<file path="config.mk">
export PLATFORM = sky130hd
export DESIGN_NAME = thresh_byte_fifo
export DESIGN_NICKNAME = d
export VERILOG_FILES = /design/src/rtl/thresh_byte_fifo.sv
export SDC_FILE = /design/constraint.sdc
export NUM_CORES = 1
export LEC_CHECK = 0
export BUFFER_PORTS_ARGS = -buffer_cell sky130_fd_sc_hd__buf_4
export CAP_MARGIN = 20
export CORE_MARGIN = 10
export CORE_UTILIZATION = 41
export DETAILED_ROUTE_END_ITERATION = 7
export PLACE_DENSITY = 0.7
export REMOVE_ABC_BUFFERS = 1
export SLEW_MARGIN = 25
export SYNTH_ARGS = -nofsm -noshare
export SYNTH_HDL_FRONTEND = slang
export SYNTH_SLANG_ARGS = --single-unit
</file>
<file path="constraint.sdc">
create_clock -name clk -period 5.3 [get_ports clk]
set_input_delay 0.265 -clock clk [delete_from_list [all_inputs] [get_ports clk]]
set_output_delay 0.265 -clock clk [all_outputs]
set_load 0.03 [all_outputs]
</file>
<file path="src/rtl/thresh_byte_fifo.sv">
module thresh_byte_fifo #(
  parameter int DEPTH = 8
) (
  input  logic        clk,
  input  logic        rst_n,
  input  logic        legacy_mode,
  input  logic        byte_order_hi,
  input  logic        sw_wr,
  input  logic [15:0] sw_wdata,
  input  logic        sw_rd,
  output logic [15:0] sw_rdata,
  input  logic        seq_push,
  input  logic [7:0]  seq_wdata,
  input  logic        seq_pop,
  output logic [7:0]  seq_rdata,
  input  logic        cfg_wr,
  input  logic [15:0] cfg_wdata,
  input  logic [15:0] stat_clr,
  input  logic [15:0] remain_count,
  output logic [15:0] status,
  output logic [15:0] bufstat
);
  localparam int AW = $clog2(DEPTH);
  localparam int LW = $clog2(DEPTH + 1);
  localparam logic [LW-1:0] FULL_LVL = LW'(DEPTH);
  localparam logic [1:0] DCODE = 2'(AW - 3);
  localparam int F_DONE = 2, F_RXRDY = 3, F_AERR = 7, F_TXUF = 10;
  localparam int F_RXOV = 11, F_DRAIN = 13, F_ODD = 15;
  localparam logic [15:0] USED = 16'hAC8C;

  initial begin
    assert (DEPTH == 8 || DEPTH == 16 || DEPTH == 32 || DEPTH == 64)
      else $error("DEPTH must be 8, 16, 32 or 64");
  end

  logic [7:0]    mem [DEPTH];
  logic [AW-1:0] wp, rp;
  logic [LW-1:0] lvl, lvl_n;
  logic [5:0]    thr;
  logic [15:0]   stat, stat_n;
  logic          is_empty, is_full, flush, wr_ok, sp_ok, rd_ok, sq_ok;
  logic [1:0]    push_n, pop_n;
  logic [7:0]    b0, b1, h0, h1;
  logic [6:0]    lvl7, lvln7;

  assign is_empty = (lvl == '0);
  assign is_full  = (lvl == FULL_LVL);
  assign flush    = cfg_wr && (cfg_wdata[14] || cfg_wdata[6]);
  assign wr_ok    = sw_wr && (legacy_mode ? (lvl <= LW'(2)) : !is_full);
  assign sp_ok    = seq_push && !sw_wr && !is_full;
  assign rd_ok    = sw_rd && !is_empty;
  assign sq_ok    = seq_pop && !sw_rd && !is_empty;
  assign push_n   = wr_ok ? (legacy_mode ? 2'd2 : 2'd1) : (sp_ok ? 2'd1 : 2'd0);
  assign pop_n    = rd_ok ? ((legacy_mode && lvl != LW'(1)) ? 2'd2 : 2'd1)
                          : (sq_ok ? 2'd1 : 2'd0);
  assign lvl_n    = lvl + LW'(push_n) - LW'(pop_n);
  assign lvl7     = 7'(lvl);
  assign lvln7    = 7'(lvl_n);

  assign b0 = !wr_ok ? seq_wdata
            : (legacy_mode && byte_order_hi) ? sw_wdata[15:8] : sw_wdata[7:0];
  assign b1 = byte_order_hi ? sw_wdata[7:0] : sw_wdata[15:8];
  assign h0 = mem[rp];
  assign h1 = mem[rp + AW'(1)];

  always_comb begin
    if (is_empty)
      sw_rdata = 16'h0000;
    else if (!legacy_mode)
      sw_rdata = {8'h00, h0};
    else if (lvl == LW'(1))
      sw_rdata = byte_order_hi ? {h0, 8'h00} : {8'h00, h0};
    else
      sw_rdata = byte_order_hi ? {h0, h1} : {h1, h0};
  end
  assign seq_rdata = is_empty ? 8'h00 : h0;

  always_ff @(posedge clk) begin
    if (push_n != 2'd0) mem[wp] <= b0;
    if (push_n == 2'd2) mem[wp + AW'(1)] <= b1;
  end

  always_ff @(posedge clk) begin
    if (!rst_n) begin
      wp  <= '0;
      rp  <= '0;
      lvl <= '0;
      thr <= '0;
    end else begin
      if (cfg_wr) thr <= cfg_wdata[13:8];
      if (flush) begin
        wp  <= '0;
        rp  <= '0;
        lvl <= '0;
      end else begin
        wp  <= wp + AW'(push_n);
        rp  <= rp + AW'(pop_n);
        lvl <= lvl_n;
      end
    end
  end

  always_comb begin
    stat_n = stat & ~stat_clr;
    if (sw_wr) begin
      stat_n[F_TXUF] = 1'b0;
      if (wr_ok) stat_n[F_AERR] = 1'b0;
      else if (!legacy_mode) stat_n[F_AERR] = 1'b1;
    end
    if (sw_rd) begin
      if (is_empty) stat_n[F_AERR] = 1'b1;
      else begin
        stat_n[F_AERR] = 1'b0;
        stat_n[F_RXOV] = 1'b0;
        if (legacy_mode && lvl == LW'(1)) stat_n[F_ODD] = 1'b1;
        if (lvl_n == '0) begin
          stat_n[F_RXRDY] = 1'b0;
          stat_n[F_DRAIN] = 1'b0;
          stat_n[F_DONE]  = 1'b1;
        end else if (lvln7 <= {1'b0, thr}) begin
          stat_n[F_RXRDY] = 1'b0;
          stat_n[F_DRAIN] = 1'b1;
        end
      end
    end
    if (seq_push && !sw_wr) begin
      if (is_full) stat_n[F_RXOV] = 1'b1;
      else if (lvln7 > {1'b0, thr}) begin
        stat_n[F_RXRDY] = 1'b1;
        stat_n[F_DRAIN] = 1'b0;
      end else begin
        stat_n[F_RXRDY] = 1'b0;
        stat_n[F_DRAIN] = 1'b1;
      end
    end
    if (seq_pop && !sw_rd && is_empty) stat_n[F_TXUF] = 1'b1;
  end

  always_ff @(posedge clk) begin
    if (!rst_n) stat <= '0;
    else        stat <= stat_n & USED;
  end

  assign status  = stat;
  assign bufstat = {DCODE, lvl7[5:0], 2'b00, remain_count[5:0]};

  p_level_bound_r10: assert property (@(posedge clk) disable iff (!rst_n)
    lvl <= FULL_LVL);

  p_full_write_r1: assert property (@(posedge clk) disable iff (!rst_n)
    (sw_wr && !legacy_mode && is_full && !sw_rd && !seq_pop && !flush)
    |=> (lvl == FULL_LVL) && status[F_AERR]);

  p_empty_read_r2: assert property (@(posedge clk) disable iff (!rst_n)
    (sw_rd && is_empty) |=> status[F_AERR]);

  p_flush_r6: assert property (@(posedge clk) disable iff (!rst_n)
    flush |=> (bufstat[13:8] == 6'd0));

  p_underflow_r5: assert property (@(posedge clk) disable iff (!rst_n)
    (seq_pop && !sw_rd && is_empty) |=> status[F_TXUF]);

  p_push_pop_even_r10: assert property (@(posedge clk) disable iff (!rst_n)
    (seq_push && !sw_wr && !is_full && seq_pop && !sw_rd && !is_empty && !flush)
    |=> $stable(lvl));

  p_odd_byte_r9: assert property (@(posedge clk) disable iff (!rst_n)
    (sw_rd && legacy_mode && lvl == LW'(1) && !flush && !seq_push && !sw_wr)
    |=> (lvl == '0) && status[F_ODD]);
endmodule

</file>
==> results.json <==
{
  "ys_seq_area_frac": 0.393,
  "synthFlopType": "edfxtp_1",
  "clkPwrFrac": 0.185,
  "critPathCaptureType": "flip-flop",
  "grt_pass1_vias": 5309,
  "cts_tree": "done",
  "setup_viol": 0,
  "min_path_cells": 3,
  "cts_resized": 0,
  "synth_top_area_frac": 0.317,
  "crit_type": "flip-flop to flip-flop",
  "nets": 712,
  "die_w_um": 142,
  "clk_path_buf_depth": 2,
  "outcome": "finished, final reports clean",
  "grt_pass1_wl_um": 29600,
  "cp_max_fo": 18,
  "drtPass1Iterations": 5,
  "place_congestion": 0.879,
  "drcViolationCount": 0,
  "p_comb_frac": 0.579,
  "synth_edf_count": 64,
  "grtUsageTotal": 0.189,
  "place_hpwl_um": 13100,
  "max_freq_mhz": 234,
  "row_count": 44,
  "dieHeight_um": 142,
  "ff2ff_path_depth": 17,
  "overflow": 0,
  "cts_hold_buf": 0,
  "swShare": 0.441,
  "ys_seq_elements": 87,
  "tns_ns": 0,
  "synth_area_um2": 6070,
  "start_util": 0.418,
  "min_from": "cfg_wdata[13]",
  "max-cap-violations": 0,
  "final_cell_mix": "90 x nor2_1, 87 x buf_4, 65 x a211oi_1",
  "min_to": "thr[5]$_SDFFE_PN0P_",
  "finalCritPeriodShare": 0.806,
  "report.final.slew_viol_count": 0,
  "cpPeakStageDelay_ns": 0.53,
  "synthTopCellsByArea": "edfxtp_1 32%, mux4_2 11%, a211oi_1 8.0%, dfxtp_1 7.6%, nor2_1 5.6%",
  "dr_total_vias": 5096,
  "wl_per_cell_um": 24.2,
  "power_mw": 4.02,
  "skew_ns": 0.00478,
  "syn_to_final_growth_pct": 16.4,
  "grt_max_degree": 34,
  "p_switching_mw": 1.77,
  "maxSlewHeadroom": 0.225,
  "ant_nets": 0,
  "synthArstFlopShare": 0,
  "path_cells": "inv_1 > ha_1 > and3_1 > o21ai_2 > buf_4 > and2_1 > nor2b_1 > fa_1 > ha_1 > a21o_1 > a21oi_1 > xor2_1 > ha_1 > a21oi_1 > a21oi_1 > a32oi_1 > nand2_1",
  "ctsHtreeMaxLevel": 3,
  "r2r-end": "status[3]$_SDFF_PN0_",
  "coreArea_um2": 14500,
  "synth.distinct_cells": 60,
  "timing.rr.start": "lvl[2]$_SDFF_PP0_",
  "clk_pin_slew_ns": 0.07,
  "port_buffers": 82,
  "cts_setup_buffers": 0,
  "rsz0062_at_grt": "no",
  "hold_viol": 0,
  "syn_avg_cell_area_um2": 11.0,
  "r2r_setup_slack_ns": 1.03,
  "critPathLaunchType": "flip-flop",
  "worst_pin_slew_ns": 1.16,
  "cts_sinks": 87,
  "vdd_drop_max_mv": 0.248,
  "arrival_ns": 4.50,
  "hold_path.class": "input port to flip-flop",
  "ios": 137,
  "seq_power_share": 0.236,
  "syn_inst": 552,
  "clkLatencyLatePin_ns": 0.35,
  "viasPerCell": 6.37,
  "drive_gt1_frac": 0.274,
  "cpMaxStageDelayCell": "fa_1",
  "drt-total-wl_um": 19300,
  "p_per_area_nw_per_um2": 569,
  "period_minus_slack_ns": 4.27,
  "drt_iter0_markers": 872,
  "antenna_found_initial": 0,
  "yosysWarnings": 0,
  "clockRootBuffer": "clkbuf_16",
  "critPathRequiredTime_ns": 5.53,
  "leakagePower_nw": 2.81,
  "layout_commonest_cell": "nor2_1",
  "post-synth-top-area-cell": "edfxtp_1",
  "cts_buffers": 9,
  "n_antenna_cell": 0,
  "crit_start": "lvl[2]$_SDFF_PP0_",
  "intPower_mw": 2.25,
  "die-area_um2": 20100
}
-- Yosys cell counts (3+ instances only) --
library cell / number
mux2i_1: 33
nor2_2: 3
nand3_1: 4
fa_1: 4
clkbuf_1: 9
buf_2: 19
nor2b_1: 15
and3_1: 14
mux4_1: 3
a211oi_1: 65
o22ai_1: 8
nand2_1: 11
inv_2: 7
nand4_1: 11
ha_1: 15
mux2i_2: 5
xor2_1: 3
nand2b_1: 7
a222oi_1: 8
mux4_2: 29
buf_4: 21
nor2_1: 91
edfxtp_1: 64
o21bai_1: 6
a21oi_1: 13
inv_1: 17
dfxtp_1: 23
-- power groups by stage --
stage	Clock (mW)	Sequential, mW	Combinational (mW)
detailed placement	0	0.959	2.29
global placement	0	0.955	2.21
global route	0.773	0.958	2.53
floorplan	0	1.01	1.51
finish	0.744	0.948	2.33
CTS	0.739	0.945	2.30
-- metrics by stage --
stage	setup WS [ns]	area (um^2)	cells	hold slack, ns	util
after global placement	1.23	6690	785	0.465	0.460
after global routing	0.695	7060	800	0.194	0.486
after CTS	1.08	7050	800	0.182	0.485
final	1.03	7060	800	0.171	0.486
after detailed placement	1.10	6700	785	0.482	0.461
after floorplan	0.989	5790	514	0.383	-
-- area by class of cell --
class                   count  area (um^2)
well taps                 184          230
fillers                  1326         7470
clock inverters             6          118
flip-flops and latches     87         2380
multi-input cells         403         3370
clock buffers               9          225
repair buffers             87          653
inverters                  24         90.1
-- flip-flops by register name, summed over array words and instances, names as in the netlist --
| name | flops |
|---|---|
| wp | 3 |
| status | 7 |
| thr | 6 |
| rp | 3 |
| mem | 64 |
| lvl | 4 |
-- worst max-delay path by stage --
stage,end
final,status[3]$_SDFF_PN0_
after global routing,status[3]$_SDFF_PN0_
after CTS,status[3]$_SDFF_PN0_
after detailed placement,status[3]$_SDFF_PN0_
after global placement,status[3]$_SDFF_PN0_
after floorplan,status[13]$_SDFF_PN0_
-- metal layers --
metal,vias to the layer above,part of all wire,GRT usage
met5,-,0,0
met4,0,0.052,0.107
met1,2447,0.35,0.216
met3,83,0.12,0.0487
li1,2206,-,-
met2,360,0.48,0.315
-- worst max-delay path: cells and delay by family (launching register included) --
family	cells	cell delay, ns
AOI/OAI and AO/OA	6	0.96
adders and majority gates	4	1.43
xor gates and xnor gates	1	0.32
and+or+nand+nor	4	0.76
buffers and inverters	2	0.34
DFF	1	0.33
-- logic make-up after synthesis --
family	Yosys count	synth area share
other	1	0.000618
adder cells (fa/ha/maj)	19	0.0441
AO/OA/AOI/OAI	120	0.147
multiplexers	70	0.186
XOR/XNOR	7	0.0157
AND/OR/NAND/NOR	172	0.145
buffers and inverters	76	0.0691
flip-flops	87	0.393
(Power assumes the default switching activity.)
